### src/rtl/lane_decoder_pkg.sv
`timescale 1ns/1ps
package lane_decoder_pkg;

    localparam int SYM_W  = 10;
    localparam int HI_W   = 6;
    localparam int LO_W   = 4;
    localparam int BYTE_W = 8;
    localparam int X_W    = 5;
    localparam int Y_W    = BYTE_W - X_W;
    localparam int CNT_W  = 3;

    typedef enum logic {
        DISP_NEG = 1'b0,
        DISP_POS = 1'b1
    } disp_e;

    typedef enum logic [1:0] {
        V_DATA    = 2'd0,
        V_COMMA   = 2'd1,
        V_BADCODE = 2'd2,
        V_BADDISP = 2'd3
    } verdict_e;

    // Six-bit sub-block classification
    typedef struct packed {
        logic           valid;
        logic [X_W-1:0] x;
        logic           need_neg;
        logic           need_pos;
        logic           go_pos;
        logic           go_neg;
        logic           is_k28;
        logic           k28_pos;
        logic           run_hi;   // x = 17, 18, 20
        logic           run_lo;   // x = 11, 13, 14
        logic           kx7;      // x = 23, 27, 29, 30
    } hi_info_t;

    // Four-bit sub-block classification
    typedef struct packed {
        logic           valid;
        logic [Y_W-1:0] y;
        logic           need_neg;
        logic           need_pos;
        logic           go_pos;
        logic           go_neg;
        logic           alt7;
        logic           pri7;
        logic           mid_bal;
    } lo_info_t;

endpackage

### src/rtl/lane_dec_hi.sv
`timescale 1ns/1ps
module lane_dec_hi
    import lane_decoder_pkg::*;
(
    input  logic [HI_W-1:0] sub_i,
    output hi_info_t        info_o
);

    logic [CNT_W-1:0] ones;

    assign ones = CNT_W'($countones(sub_i));

    always_comb begin
        info_o          = '0;
        info_o.valid    = 1'b1;
        info_o.go_pos   = (ones > CNT_W'(3));
        info_o.go_neg   = (ones < CNT_W'(3));
        info_o.need_neg = info_o.go_pos || (sub_i == 6'b111000);
        info_o.need_pos = info_o.go_neg || (sub_i == 6'b000111);
        unique case (sub_i)
            6'b100111, 6'b011000: info_o.x = 5'd0;
            6'b011101, 6'b100010: info_o.x = 5'd1;
            6'b101101, 6'b010010: info_o.x = 5'd2;
            6'b110001:            info_o.x = 5'd3;
            6'b110101, 6'b001010: info_o.x = 5'd4;
            6'b101001:            info_o.x = 5'd5;
            6'b011001:            info_o.x = 5'd6;
            6'b111000, 6'b000111: info_o.x = 5'd7;
            6'b111001, 6'b000110: info_o.x = 5'd8;
            6'b100101:            info_o.x = 5'd9;
            6'b010101:            info_o.x = 5'd10;
            6'b110100: begin info_o.x = 5'd11; info_o.run_lo = 1'b1; end
            6'b001101:            info_o.x = 5'd12;
            6'b101100: begin info_o.x = 5'd13; info_o.run_lo = 1'b1; end
            6'b011100: begin info_o.x = 5'd14; info_o.run_lo = 1'b1; end
            6'b010111, 6'b101000: info_o.x = 5'd15;
            6'b011011, 6'b100100: info_o.x = 5'd16;
            6'b100011: begin info_o.x = 5'd17; info_o.run_hi = 1'b1; end
            6'b010011: begin info_o.x = 5'd18; info_o.run_hi = 1'b1; end
            6'b110010:            info_o.x = 5'd19;
            6'b001011: begin info_o.x = 5'd20; info_o.run_hi = 1'b1; end
            6'b101010:            info_o.x = 5'd21;
            6'b011010:            info_o.x = 5'd22;
            6'b111010, 6'b000101: begin info_o.x = 5'd23; info_o.kx7 = 1'b1; end
            6'b110011, 6'b001100: info_o.x = 5'd24;
            6'b100110:            info_o.x = 5'd25;
            6'b010110:            info_o.x = 5'd26;
            6'b110110, 6'b001001: begin info_o.x = 5'd27; info_o.kx7 = 1'b1; end
            6'b001110:            info_o.x = 5'd28;
            6'b101110, 6'b010001: begin info_o.x = 5'd29; info_o.kx7 = 1'b1; end
            6'b011110, 6'b100001: begin info_o.x = 5'd30; info_o.kx7 = 1'b1; end
            6'b101011, 6'b010100: info_o.x = 5'd31;
            6'b001111: begin info_o.x = 5'd28; info_o.is_k28 = 1'b1; end
            6'b110000: begin
                info_o.x       = 5'd28;
                info_o.is_k28  = 1'b1;
                info_o.k28_pos = 1'b1;
            end
            default:              info_o.valid = 1'b0;
        endcase
    end

endmodule

### src/rtl/lane_dec_lo.sv
`timescale 1ns/1ps
module lane_dec_lo
    import lane_decoder_pkg::*;
(
    input  logic [LO_W-1:0] sub_i,
    output lo_info_t        info_o
);

    logic [CNT_W-1:0] ones;

    assign ones = CNT_W'($countones(sub_i));

    always_comb begin
        info_o          = '0;
        info_o.valid    = 1'b1;
        info_o.go_pos   = (ones > CNT_W'(2));
        info_o.go_neg   = (ones < CNT_W'(2));
        info_o.need_neg = info_o.go_pos || (sub_i == 4'b1100);
        info_o.need_pos = info_o.go_neg || (sub_i == 4'b0011);
        unique case (sub_i)
            4'b1011, 4'b0100: info_o.y = 3'd0;
            4'b1001: begin info_o.y = 3'd1; info_o.mid_bal = 1'b1; end
            4'b0101: begin info_o.y = 3'd2; info_o.mid_bal = 1'b1; end
            4'b1100, 4'b0011: info_o.y = 3'd3;
            4'b1101, 4'b0010: info_o.y = 3'd4;
            4'b1010: begin info_o.y = 3'd5; info_o.mid_bal = 1'b1; end
            4'b0110: begin info_o.y = 3'd6; info_o.mid_bal = 1'b1; end
            4'b1110, 4'b0001: begin info_o.y = 3'd7; info_o.pri7 = 1'b1; end
            4'b0111, 4'b1000: begin info_o.y = 3'd7; info_o.alt7 = 1'b1; end
            default:          info_o.valid = 1'b0;
        endcase
    end

endmodule

### src/rtl/lane_dec_chain.sv
`timescale 1ns/1ps
module lane_dec_chain
    import lane_decoder_pkg::*;
#(
    parameter disp_e START = DISP_NEG
) (
    input  logic hi_valid,
    input  logic hi_need_neg,
    input  logic hi_need_pos,
    input  logic hi_go_pos,
    input  logic hi_go_neg,
    input  logic lo_valid,
    input  logic lo_need_neg,
    input  logic lo_need_pos,
    input  logic pair_ok,
    output logic legal_o
);

    logic  hi_ok;
    logic  lo_ok;
    disp_e mid;

    always_comb begin
        hi_ok = hi_valid
              && !(hi_need_neg && (START == DISP_POS))
              && !(hi_need_pos && (START == DISP_NEG));
        if (hi_go_pos)      mid = DISP_POS;
        else if (hi_go_neg) mid = DISP_NEG;
        else                mid = START;
        lo_ok = lo_valid
              && !(lo_need_neg && (mid == DISP_POS))
              && !(lo_need_pos && (mid == DISP_NEG));
        legal_o = hi_ok && lo_ok && pair_ok;
    end

endmodule

### src/rtl/lane_decoder.sv
`timescale 1ns/1ps
module lane_decoder
    import lane_decoder_pkg::*;
#(
    parameter logic [BYTE_W-1:0] COMMA_BYTE = 8'hBC,
    parameter disp_e             RESET_DISP = DISP_NEG
) (
    input  logic              clk,
    input  logic              rst_n,
    input  logic              sym_vld,
    input  logic [SYM_W-1:0]  sym_in,
    output logic [BYTE_W-1:0] byte_out,
    output logic              ctl_out,
    output logic              aux_out,
    output logic              err_out
);

    localparam int N_DISP = 2;

    hi_info_t          hi;
    lo_info_t          lo;
    logic [N_DISP-1:0] legal_at;
    logic              pair_ok;
    logic              legal_cur;
    logic              legal_alt;
    logic              swing_up;
    logic              swing_dn;
    logic [BYTE_W-1:0] dec_byte;
    logic              dec_k;
    disp_e             disp_q;
    disp_e             disp_d;
    verdict_e          verdict;

    lane_dec_hi u_hi (.sub_i(sym_in[SYM_W-1:LO_W]), .info_o(hi));
    lane_dec_lo u_lo (.sub_i(sym_in[LO_W-1:0]),     .info_o(lo));

    // Pairing rules between the two sub-blocks; independent of disparity
    always_comb begin
        pair_ok = 1'b1;
        if (lo.alt7)
            pair_ok = (hi.run_hi && lo.need_neg) || (hi.run_lo && lo.need_pos)
                   || hi.kx7 || hi.is_k28;
        else if (lo.pri7)
            pair_ok = !(hi.run_hi && lo.need_neg) && !(hi.run_lo && lo.need_pos)
                   && !hi.is_k28;
    end

    generate
        for (genvar g = 0; g < N_DISP; g++) begin : g_chain
            lane_dec_chain #(.START(disp_e'(g))) u_chain (
                .hi_valid   (hi.valid),
                .hi_need_neg(hi.need_neg),
                .hi_need_pos(hi.need_pos),
                .hi_go_pos  (hi.go_pos),
                .hi_go_neg  (hi.go_neg),
                .lo_valid   (lo.valid),
                .lo_need_neg(lo.need_neg),
                .lo_need_pos(lo.need_pos),
                .pair_ok    (pair_ok),
                .legal_o    (legal_at[g])
            );
        end
    endgenerate

    assign legal_cur = (disp_q == DISP_POS) ? legal_at[1] : legal_at[0];
    assign legal_alt = (disp_q == DISP_POS) ? legal_at[0] : legal_at[1];

    assign dec_byte = {lo.y ^ {Y_W{hi.k28_pos & lo.mid_bal}}, hi.x};
    assign dec_k    = hi.is_k28 || (hi.kx7 && lo.alt7);

    assign swing_up = lo.go_pos || (!lo.go_neg && hi.go_pos);
    assign swing_dn = lo.go_neg || (!lo.go_pos && hi.go_neg);

    // Disparity tracker: transitions SWING_UP, SWING_DOWN, HOLD
    always_comb begin
        disp_d = disp_q;
        unique case (disp_q)
            DISP_NEG: if (sym_vld && swing_up) disp_d = DISP_POS;
            DISP_POS: if (sym_vld && swing_dn) disp_d = DISP_NEG;
            default:  disp_d = RESET_DISP;
        endcase
    end

    always_ff @(posedge clk or negedge rst_n) begin
        if (!rst_n) disp_q <= RESET_DISP;
        else        disp_q <= disp_d;
    end

    // Ranked verdict: illegal code, wrong disparity, comma
    always_comb begin
        if (!legal_cur && !legal_alt)                    verdict = V_BADCODE;
        else if (!legal_cur)                             verdict = V_BADDISP;
        else if (dec_k && (dec_byte == COMMA_BYTE))      verdict = V_COMMA;
        else                                             verdict = V_DATA;
    end

    always_ff @(posedge clk or negedge rst_n) begin
        if (!rst_n) begin
            byte_out <= '0;
            ctl_out  <= 1'b0;
            aux_out  <= 1'b0;
            err_out  <= 1'b0;
        end else if (sym_vld) begin
            unique case (verdict)
                V_DATA: begin
                    byte_out <= dec_byte;
                    ctl_out  <= dec_k;
                    aux_out  <= 1'b0;
                    err_out  <= 1'b0;
                end
                V_COMMA: begin
                    byte_out <= dec_byte;
                    ctl_out  <= 1'b1;
                    aux_out  <= 1'b1;
                    err_out  <= 1'b0;
                end
                V_BADCODE: begin
                    byte_out <= '0;
                    ctl_out  <= 1'b0;
                    aux_out  <= 1'b1;
                    err_out  <= 1'b1;
                end
                V_BADDISP: begin
                    byte_out <= '0;
                    ctl_out  <= 1'b0;
                    aux_out  <= 1'b0;
                    err_out  <= 1'b1;
                end
                default: begin
                    byte_out <= '0;
                    ctl_out  <= 1'b0;
                    aux_out  <= 1'b0;
                    err_out  <= 1'b0;
                end
            endcase
        end
    end

    assert_badcode_R4: assert property (@(posedge clk) disable iff (!rst_n)
        sym_vld && !legal_at[0] && !legal_at[1] |=> err_out && aux_out && !ctl_out);

    assert_baddisp_R5: assert property (@(posedge clk) disable iff (!rst_n)
        sym_vld && legal_alt && !legal_cur |=> err_out && !aux_out && !ctl_out);

    assert_comma_R3: assert property (@(posedge clk) disable iff (!rst_n)
        aux_out && !err_out |-> ctl_out && (byte_out == COMMA_BYTE));

    assert_quiet_on_err_R6: assert property (@(posedge clk) disable iff (!rst_n)
        err_out |-> !ctl_out && (byte_out == '0));

    assert_swing_up_R7: assert property (@(posedge clk) disable iff (!rst_n)
        sym_vld && lo.go_pos |=> disp_q == DISP_POS);

    assert_swing_dn_R7: assert property (@(posedge clk) disable iff (!rst_n)
        sym_vld && lo.go_neg |=> disp_q == DISP_NEG);

    assert_hold_out_R8: assert property (@(posedge clk) disable iff (!rst_n)
        !sym_vld |=> $stable({byte_out, ctl_out, aux_out, err_out}));

    assert_hold_disp_R8: assert property (@(posedge clk) disable iff (!rst_n)
        !sym_vld |=> $stable(disp_q));

endmodule

### config.mk
export PLATFORM = sky130hd
export DESIGN_NAME = lane_decoder
export DESIGN_NICKNAME = d
export VERILOG_FILES = /design/src/rtl/lane_decoder_pkg.sv /design/src/rtl/lane_dec_hi.sv /design/src/rtl/lane_dec_lo.sv /design/src/rtl/lane_dec_chain.sv /design/src/rtl/lane_decoder.sv
export SDC_FILE = /design/constraint.sdc
export NUM_CORES = 1
export LEC_CHECK = 0
export BUFFER_PORTS_ARGS = -buffer_cell sky130_fd_sc_hd__buf_4
export CAP_MARGIN = 25
export CORE_UTILIZATION = 55
export DETAILED_ROUTE_END_ITERATION = 7
export GPL_TIMING_DRIVEN = 0
export PLACE_DENSITY_LB_ADDON = 0.2
export SLEW_MARGIN = 20
export SYNTH_ARGS = -nofsm -noshare
export SYNTH_HDL_FRONTEND = slang
export SYNTH_SLANG_ARGS = --single-unit
export TNS_END_PERCENT = 30
### constraint.sdc
create_clock -name clk -period 3.64 [get_ports clk]
set_input_delay 1.092 -clock clk [delete_from_list [all_inputs] [get_ports clk]]
set_output_delay 1.092 -clock clk [all_outputs]
set_load 0.01 [all_outputs]
=== After elaboration in Yosys (flattened, before gate mapping) ===
Cells that the tools add are included.

* Register bits after elaboration: 12
* Latch bits: 0
* RAM bits: 0
* Memory bits (read-only): 0
* Bits of input ports: 13
* Output and inout port bits: 11
* Word-level logic and storage cells: 196
* Memories kept: 0

* $add $sub $neg: 8
* Multipliers: 0
* Divide/modulo/power cells: 0
* $lt $le $gt $ge: 4
* Equality and inequality tests: 66
* Shift operators: 0
* Muxes and demuxes: 29
* Bitwise gates (word level): 5
* Reduce and logical (&&, ||, !) cells: 79

{| class="wikitable"
|+ Operator list
! cell !! number
|-
| case mux 5 bit (31 select lines) || 1
|-
| == test 6 bit (second input constant) || 24
|-
| == test 6 x 5 -> 1 bit (second input constant) || 14
|-
| OR reduction 48 bit || 1
|-
| OR reduction 2 bit || 22
|-
| == test 6 x 4 -> 1 bit (second input constant) || 7
|-
| == test 4 bit (second input constant) || 7
|-
| logical AND 1 bit || 25
|-
| case mux 3 bit (7 select lines) || 1
|-
| 2-to-1 mux 1 bit || 20
|-
| == test 6 x 3 -> 1 bit (second input constant) || 3
|-
| == test 4 x 3 -> 1 bit (second input constant) || 4
|-
| case mux 8 bit (2 select lines) || 1
|-
| OR reduction 14 bit || 1
|-
| zero test 1 bit || 13
|-
| adder 1 x 1 -> 2 bit || 5
|-
| logical OR 1 bit || 10
|-
| adder 3 bit || 3
|-
| OR reduction 3 bit || 3
|-
| == test 4 x 2 -> 1 bit (second input constant) || 2
|-
| == test 8 bit (second input constant) || 1
|-
| OR reduction 4 bit || 2
|-
| OR reduction 8 bit || 1
|-
| greater-than comparator 3 x 2 -> 1 bit (second input constant) || 2
|-
| other kinds (11) || 18
|}

=== Logic depth before layout (Yosys ltp) ===
Gate-level depths: netlist of the first run.

* Depth in word-level cells: 19
* Gate-level depth with buffers: 13
* Gate-level depth less buffers: 13

=== Cells and area by module ===
A second synthesis of the first run with hierarchy kept.

* Cell total of the unflattened synthesis: 251
* Area, all modules: 1870.5 um^2

{| class="wikitable"
|+ Modules (own cells, without submodules)
! module !! instances !! cells an instance !! area each (um^2) !! seq. area each (um^2)
|-
| lane_dec_hi || 1 || 141 || 932.1 || 0.0
|-
| lane_decoder || 1 || 65 || 598.1 || 300.3
|-
| lane_dec_lo || 1 || 38 || 276.5 || 0.0
|-
| lane_dec_chain (g_chain[1].u_chain) || 1 || 4 || 36.3 || 0.0
|-
| lane_dec_chain (g_chain[0].u_chain) || 1 || 3 || 27.5 || 0.0
|}

=== Worst setup path before layout of the first run ===
No wires, ideal clock.

* Kind: in2reg
* Start: in sym_in[0]
* End: reg err_out
* Data arrival time: 3.422 ns
* Path slack: 0.100 ns
* Stages: 12
* Path buffers: 0
* Cell sequence: inv_1 ha_1 ha_1 inv_1 fa_1 a22oi_1 a211oi_1 a211oi_1 o211ai_1 nor3b_2 nand2_1 o21a_1

* Longest elaborated chain between the ends: 18
* Elaborated cells on any way between the ends: 80
* Those cells by class: add/sub: 2; order compare: 2; eq/ne: 18; mux: 13; bitwise: 2; reduce/logical: 43

{| class="wikitable"
|+ RTL lines
! what !! RTL line !! RTL
|-
| from (decl) || lane_decoder.sv:11 || <nowiki>input logic [SYM_W-1:0] sym_in,</nowiki>
|-
| adder 1 x 1 -> 2 bit (implied by the code) || lane_dec_lo.sv:11 || <nowiki>assign ones = CNT_W'($countones(sub_i));</nowiki>
|-
| adder 3 bit (implied by the code) || lane_dec_lo.sv:11 ||
|-
| greater-than comparator 3 x 2 -> 1 bit or less-than comparator 3 x 2 -> 1 bit (tied branches) || lane_dec_lo.sv:16, lane_dec_lo.sv:17 ||
|-
| logical OR 1 bit, on equally long branches || lane_dec_lo.sv:18, lane_dec_lo.sv:19 ||
|-
| logical AND 1 bit || lane_decoder.sv:41, lane_decoder.sv:44 ||
|-
| zero test 1 bit || lane_decoder.sv:44 || <nowiki>pair_ok = !(hi.run_hi && lo.need_neg) && !(hi.run_lo && lo.need_pos)</nowiki>
|-
| logical AND 1 bit || lane_decoder.sv:44 ||
|-
| logical AND 1 bit || lane_decoder.sv:45 || <nowiki>&& !hi.is_k28;</nowiki>
|-
| [... 2 more ...] || -- ||
|-
| logical AND 1 bit || lane_dec_chain.sv:33 || <nowiki>legal_o = hi_ok && lo_ok && pair_ok;</nowiki>
|-
| 2-to-1 mux 1 bit, on equally long branches || lane_decoder.sv:65, lane_decoder.sv:66 ||
|-
| zero test 1 bit, on equally long branches || -- ||
|-
| logical AND 1 bit || lane_decoder.sv:91 || <nowiki>if (!legal_cur && !legal_alt) verdict = V_BADCODE;</nowiki>
|-
| 2-to-1 mux 2 bit (*) || lane_decoder.sv:91 ||
|-
| == test 2 bit, or another cell as far along || lane_decoder.sv:104 || <nowiki>unique case (verdict)</nowiki>
|-
| OR reduction 2 bit (no source line) || -- ||
|-
| case mux 1 bit (2 select lines) (*) || lane_decoder.sv:104 ||
|-
| to (signal assigned) || lane_decoder.sv:102 || <nowiki>err_out <= 1'b0;</nowiki>
|-
| to (signal assigned) || lane_decoder.sv:109 || <nowiki>err_out <= 1'b0;</nowiki>
|-
| to (signal assigned) || lane_decoder.sv:115 || <nowiki>err_out <= 1'b0;</nowiki>
|-
| to (decl) || lane_decoder.sv:15 || <nowiki>output logic err_out</nowiki>
|}

Mark *: on every way between the ends. The rest lies on a longest branch, timed or not.
A chain may end at the register's enable or synchronous reset.

=== Worst setup path after layout of the first run ===
* Start: in sym_in[8]
* End: reg aux_out

* Longest elaborated chain between the ends: 18
* Elaborated cells on any way between the ends: 138
* Those cells by class: add/sub: 2; order compare: 2; eq/ne: 52; mux: 18; bitwise: 4; reduce/logical: 60

{| class="wikitable"
|+ RTL lines
! what !! RTL line !! RTL
|-
| adder 1 x 1 -> 2 bit (implied by the code) || lane_dec_hi.sv:11 || <nowiki>assign ones = CNT_W'($countones(sub_i));</nowiki>
|-
| adder 3 bit (implied by the code) || lane_dec_hi.sv:11 ||
|-
| less-than comparator 3 x 2 -> 1 bit || lane_dec_hi.sv:17 || <nowiki>info_o.go_neg = (ones < CNT_W'(3));</nowiki>
|-
| 2-to-1 mux 1 bit || lane_dec_chain.sv:28 || <nowiki>else if (hi_go_neg) mid = DISP_NEG;</nowiki>
|-
| 2-to-1 mux 1 bit || lane_dec_chain.sv:27 || <nowiki>if (hi_go_pos) mid = DISP_POS;</nowiki>
|-
| logical AND 1 bit or inverter 1 bit (tied branches) || lane_dec_chain.sv:31, lane_dec_chain.sv:32 ||
|-
| zero test 1 bit or logical AND 1 bit (tied branches) || lane_dec_chain.sv:31, lane_dec_chain.sv:32 ||
|-
| logical AND 1 bit or zero test 1 bit (tied branches) || lane_dec_chain.sv:31, lane_dec_chain.sv:32 ||
|-
| logical AND 1 bit || lane_dec_chain.sv:32 || <nowiki>&& !(lo_need_pos && (mid == DISP_NEG));</nowiki>
|-
| logical AND 1 bit (2 in a row) || lane_dec_chain.sv:33 ||
|-
| 2-to-1 mux 1 bit, on equally long branches || lane_decoder.sv:65, lane_decoder.sv:66 ||
|-
| zero test 1 bit, on equally long branches || -- ||
|-
| logical AND 1 bit || lane_decoder.sv:91 ||
|-
| 2-to-1 mux 2 bit (*) || lane_decoder.sv:91 ||
|-
| == test 2 bit, or another cell as far along || lane_decoder.sv:104 ||
|-
| OR reduction 2 bit (no source line) || -- ||
|-
| case mux 1 bit (2 select lines) (*) || lane_decoder.sv:104 ||
|-
| to (signal assigned) || lane_decoder.sv:101 || <nowiki>aux_out <= 1'b0;</nowiki>
|-
| to (signal assigned) || lane_decoder.sv:108 || <nowiki>aux_out <= 1'b0;</nowiki>
|-
| to (signal assigned) || lane_decoder.sv:114 || <nowiki>aux_out <= 1'b1;</nowiki>
|-
| to (decl) || lane_decoder.sv:14 || <nowiki>output logic aux_out,</nowiki>
|}

Marked as above.

==> flow_summary.json, run 1 <==
{
  "placementRows": 21,
  "yosysSeqAreaShare": 0.157,
  "ys_types": 52,
  "critical_path_class": "in2reg",
  "syn-num-nets": 302,
  "cp-endpoint": "aux_out",
  "seqPwrFrac": 0.292,
  "p_leak_uw": 0.00101,
  "synth-edff-count": 0,
  "cts_buffer_depth": 2,
  "worst_path_dominant_cell_family": "compound AO/OA/AOI/OAI gates",
  "start_util": 0.574,
  "syn_area_per_cell_um2": 7.37,
  "multi_input_area_um2": 1450,
  "rsz0062_at_grt": "false",
  "num-nets-final": 331,
  "p_sw_frac": 0.403,
  "final_cell_count_no_fill": 334,
  "drive_gt1_frac": 0.132,
  "worst_pin_slew_ns": 0.674,
  "grt_pass1_wl_um": 7850,
  "n_antenna_cell": 0,
  "yosys_warnings": 0,
  "start_kind": "input port",
  "grt_pass1_vias": 1741,
  "cap_violations": 0,
  "drt_iter0_drc": 191,
  "num_vias": 2092,
  "fin_crit_sh": 0.966,
  "status": "completed",
  "r2r_cells": 5,
  "die_area_um2": 3730,
  "rr_startpoint": "disp_q",
  "crit_arrival_ns": 3.73,
  "crit_path_frequent_cell": "nand4_1",
  "cts_buffers": 3,
  "clk_pin_slew_ns": 0.08,
  "hold_slack_ns": 0.493,
  "cp_max_fo": 10,
  "endpoint_kind": "flip-flop",
  "peakVddDrop_mv": 0.158,
  "relSlewSlack": 0.550,
  "wire_per_inst_um": 14.5,
  "synthCells": 260,
  "cp_slowest_cell": "a2111oi_1",
  "startpoint": "sym_in[8]",
  "power.internal_uw": 336,
  "fillCellCount": 301,
  "syn_area_um2": 1920,
  "grt-ovfl-total": 0,
  "yosys_register_bits": 12,
  "cts_tree": "yes",
  "min-delay-start": "err_out",
  "slew_violations": 0,
  "hold_buffers": 0,
  "port_buffers": 22,
  "htree_levels": 1,
  "drc": 0,
  "crit_required_ns": 3.86,
  "dp.cells": 328,
  "track_usage": 0.276,
  "cts.sinks": 12,
  "p_per_area_nw_per_um2": 254,
  "netSwitchingPower_uw": 227,
  "r2r_slack_ns": 2.03,
  "die_y_um": 61.0,
  "hp-class": "reg2reg",
  "regArea_um2": 300,
  "postRouteWirelength_um": 4850,
  "min_period_ns": 3.51,
  "clkPwrFrac": 0.188,
  "fin_worst_skew_ns": 0.0107,
  "path_buf_inv": 3,
  "fmax_ghz": 0.285,
  "critical_path_depth": 11,
  "dr.pass1.iters": 5,
  "crit_path_cell_trace": "buf_4, inv_1, ha_1, clkbuf_1, a22o_1, a22oi_1, nand4_1, a2111oi_1, nand4_1, or4_1, nand2_1",
  "r2r-end": "aux_out",
  "fp.dieW_um": 61.0,
  "ys.flop_type": "dfrtp_1",
  "place_congestion": 0.994,
  "fp.coreArea_um2": 3340,
  "async_flop_share": 1.00,
  "syn_to_final_growth_pct": 15.3,
  "dp_hpwl_um": 3720,
  "grt_max_degree": 13,
  "io_pins": 24,
  "power_frac_comb": 0.520,
  "setup_viol": 0,
  "cts_root_buf": "clkbuf_4",
  "clock_latency_ns": 0.27,
  "vias_per_cell": 6.26,
  "finalHoldViolCount": 0,
  "antenna_left": 0,
  "antenna_found_initial": 0,
  "critPathMaxStageDelay_ns": 0.65
}
-- state kept, by name, indices dropped and copies added (netlist names) --
signal,cells
byte_out,8
aux_out,1
ctl_out,1
disp_q,1
err_out,1
-- cells in the mapped netlist (3+ instances only) --
cell | number | share of area
ha_1 | 27 | 0.18
nand4_1 | 7 | 0.023
o22ai_1 | 8 | 0.026
dfrtp_1 | 12 | 0.16
a22o_1 | 5 | 0.023
nand2_1 | 28 | 0.055
o21ai_0 | 20 | 0.052
buf_2 | 3 | 0.0078
inv_1 | 29 | 0.057
a22oi_1 | 9 | 0.035
xnor2_1 | 4 | 0.018
nor2_1 | 9 | 0.018
clkbuf_1 | 14 | 0.027
nand2b_1 | 3 | 0.0098
a21oi_1 | 5 | 0.013
nand3_1 | 23 | 0.060
o211ai_1 | 9 | 0.035
-- area by class of cell --
cell class | count | share of cell area
well taps | 46 | 0.0260
inverters | 29 | 0.0492
multi-input cells | 201 | 0.655
clock buffers | 4 | 0.0164
plain buffers | 18 | 0.0357
repair buffers | 24 | 0.0815
flip-flops and latches | 12 | 0.136
-- how the worst min path moves through the flow --
stage / cells past startpoint / end
global route: 1 / err_out
CTS: 1 / err_out
floorplan: 1 / err_out
detailed placement: 1 / err_out
finish: 1 / err_out
global placement: 1 / err_out
-- cells by family (layout without fill, tap and decap cells) --
kind of cell    Yosys count  count (layout)  share of synthesized area
simple gates             86              86                      0.228
compound gates           80              80                      0.292
buf+inv                  47              75                     0.0979
fa+ha+maj                29              29                      0.197
flops                    12              12                      0.157
xor+xnor                  6               6                     0.0274
-- metal layers --
| metal | track usage | routed length [um] | vias up |
|---|---|---|---|
| met5 | 0 | 0 | - |
| met1 | 0.399 | 2200 | 946 |
| met2 | 0.410 | 2090 | 113 |
| met3 | 0.0357 | 453 | 17 |
| li1 | - | - | 1016 |
| met4 | 0.123 | 110 | 0 |
-- cell usage in the layout, fill, tap and decap left out, drive strengths merged, types with 9 or more instances in the layout --
cell	instances
inv	29
nand2	28
buf	28
ha	27
nand3	23
o21ai	20
clkbuf	18
dfrtp	12
nor2	9
o211ai	9
a22oi	9
-- power groups by stage --
stage	registers, uW	logic (uW)	clock network (uW)
after floorplan	173	180	0
after global placement	166	272	0
after detailed placement	167	273	0
after CTS	164	277	108
after global routing	167	327	115
final	164	292	106
-- through the flow --
step	util	setup TNS (ns)	worst slack [ns]	total power [uW]	cell area, um2
2_1_floorplan	-	0	0.0996	353	1920
3_3_place_gp	0.641	-2.05	-0.325	438	2140
3_5_place_dp	0.641	-2.29	-0.343	440	2140
4_1_cts	0.654	0	0.0448	550	2180
5_1_grt	0.663	0	0.00533	610	2210
6_report	0.663	0	0.125	562	2210
-- timing repair --
action | in CTS | in global routing
gates resized for setup | 0 | 5
setup buffers | 1 | 1
pin swaps | 1 | 1
setup endpoints to repair | 4 | 10
-- worst register-to-register path: stages (launching register included) --
cell      delay, ns
dfrtp_1        0.44
nand2b_1       0.16
o22ai_1        0.15
o21ai_1        0.16
or4_1          0.56
nand2_1        0.09
No activity file was read; power rests on OpenSTA's default activity.
==> run 2: changes to the inputs <==
CORE_UTILIZATION = 53   (was 55)
clock period = 2.95 ns   (was 3.64 ns; I/O delays follow)
==> run 2 against run 1 <==
The flow now finishes with violations (negative setup slack). Sequential cell count did not move. Hold slack got worse by 0.059 ns. Critical path depth rose by 2. Total power rose by 34%. Utilization rose by 6.7 points. Sequential power rose by 24%. Design area rose by 12%. Global-route usage rose by 1.5 points. Die area rose by 3.7%. Count of clock-buffer cells in the layout fell by 1. Setup slack got worse by 0.27 ns.
==> flow_summary.json, run 2 (synthesis gave the netlist of run 1 again) <==
{
  "drive_gt1_frac": 0.272,
  "drc": 0,
  "slew_violations": 0,
  "grt_pass1_wl_um": 9230,
  "start_kind": "input port",
  "hold_buffers": 0,
  "violations": "negative setup slack",
  "grt_pass1_vias": 2018,
  "cts.sinks": 12,
  "p_per_area_nw_per_um2": 304,
  "fmax_ghz": 0.323,
  "power_frac_comb": 0.597,
  "track_usage": 0.292,
  "grt-ovfl-total": 0,
  "fp.dieW_um": 62.1,
  "relSlewSlack": 0.645,
  "p_leak_uw": 0.00110,
  "n_antenna_cell": 0,
  "num_vias": 2185,
  "fin_worst_skew_ns": 0.00287,
  "cts_buffers": 3,
  "num-nets-final": 338,
  "hp-class": "in2async",
  "dr.pass1.iters": 5,
  "cts_tree": "yes",
  "vias_per_cell": 6.43,
  "r2r_cells": 7,
  "rsz0062_at_grt": "true",
  "placementRows": 21,
  "finalHoldViolCount": 0,
  "dp.cells": 328,
  "netSwitchingPower_uw": 314,
  "htree_levels": 1,
  "fp.coreArea_um2": 3390,
  "drt_iter0_drc": 222,
  "regMostFlops": "byte_out",
  "antenna_found_initial": 0,
  "hold_slack_ns": 0.434,
  "clk_pin_slew_ns": 0.07,
  "worst_pin_slew_ns": 0.532,
  "crit_required_ns": 3.16,
  "power.internal_uw": 438,
  "critical_path_class": "in2reg",
  "die_y_um": 62.1,
  "cts_buffer_depth": 2,
  "fin_tns_setup_ns": -1.06,
  "crit_arrival_ns": 3.31,
  "final_common_cell": "buf_4",
  "postRouteWirelength_um": 5440,
  "min_period_ns": 3.10,
  "wire_per_inst_um": 16.0,
  "finalWorstSetupSlack_ns": -0.146,
  "start_util": 0.566,
  "syn_to_final_growth_pct": 29.0,
  "endpoint_kind": "flip-flop",
  "startpoint": "sym_in[0]",
  "final_cell_mix": "buf_4 (27), nand2_1 (24), inv_1 (23), nand3_1 (23), ha_1 (21)",
  "clock_latency_ns": 0.27,
  "seqPwrFrac": 0.271,
  "die_area_um2": 3860,
  "antenna_left": 0,
  "grt_max_degree": 13,
  "port_buffers": 22,
  "clkPwrFrac": 0.132,
  "cap_violations": 0,
  "cp_max_fo": 3,
  "setup_viol": 10,
  "cts_root_buf": "clkbuf_4",
  "p_sw_frac": 0.418,
  "place_congestion": 0.994,
  "io_pins": 24,
  "rr_startpoint": "disp_q",
  "fin_crit_sh": 1.05,
  "dp_hpwl_um": 3940,
  "largest_reg_flops": 8,
  "status": "finished, violations left",
  "final_cell_count_no_fill": 340,
  "peakVddDrop_mv": 0.237
}
[run 2: cell types whose count changed in the layout (fill, tap and decap cells not counted), sizes merged]
cell	change
clkbuf	-2
buf	+8
[run 2: routing by layer]
layer / vias up / track usage / wire length, um
met4: 0 / 0.105 / 119
li1: 1018 / - / -
met1: 999 / 0.388 / 2260
met2: 145 / 0.478 / 2470
met3: 23 / 0.0423 / 578
met5: - / 0 / 0
[run 2: power groups by stage]
stage	Combinational (uW)	Clock [uW]	Sequential, uW
floorplan	244	0	213
global placement	361	0	205
detailed placement	368	0	206
CTS	429	101	203
global route	486	110	207
finish	449	99.6	204
[run 2: area by class of cell]
class	count	area, um2
well taps	46	57.6
repair buffers	31	268
inverters	29	134
plain buffers	18	92.6
fillers	258	917
multi-input cells	201	1600
clock buffers	3	22.5
flip-flops and latches	12	300
[run 2: timing repair]
| action | CTS | global route |
|---|---|---|
| endpoints found under the setup margin | 10 | 11 |
| buffers inserted | 8 | 1 |
| pin swaps | 12 | 2 |
| gates resized for setup | 40 | 11 |
[run 2: final timing paths]
kind | to | slack (ns)
min in group clk | err_out | 0.50
worst min-delay path | byte_out[3] | 0.43
worst min register to register | err_out | 0.50
worst max register to register | byte_out[1] | 1.37
max in group asynchronous | byte_out[5] | 2.36
worst max-delay path | aux_out | -0.15
[run 2: worst max-delay path, cell delays in order]
cell and delay, ns:
buf_8 0.09, inv_6 0.03, ha_4 0.26, ha_4 0.12, inv_2 0.03, fa_2 0.55, nand2b_4 0.15, a32oi_2 0.12
a211oi_2 0.24, o211ai_1 0.19, buf_4 0.17, or4_4 0.41, nand2_1 0.07
[run 2: metrics by stage]
step                setup slack (ns)  utilization  power, uW  instance area [um2]
global placement              -0.662        0.656        565                 2220
CTS                          -0.0866        0.718        734                 2430
global route                  -0.234        0.729        803                 2470
finish                        -0.146        0.729        752                 2470
detailed placement            -0.689        0.656        574                 2220
floorplan                     -0.235            -        456                 2000
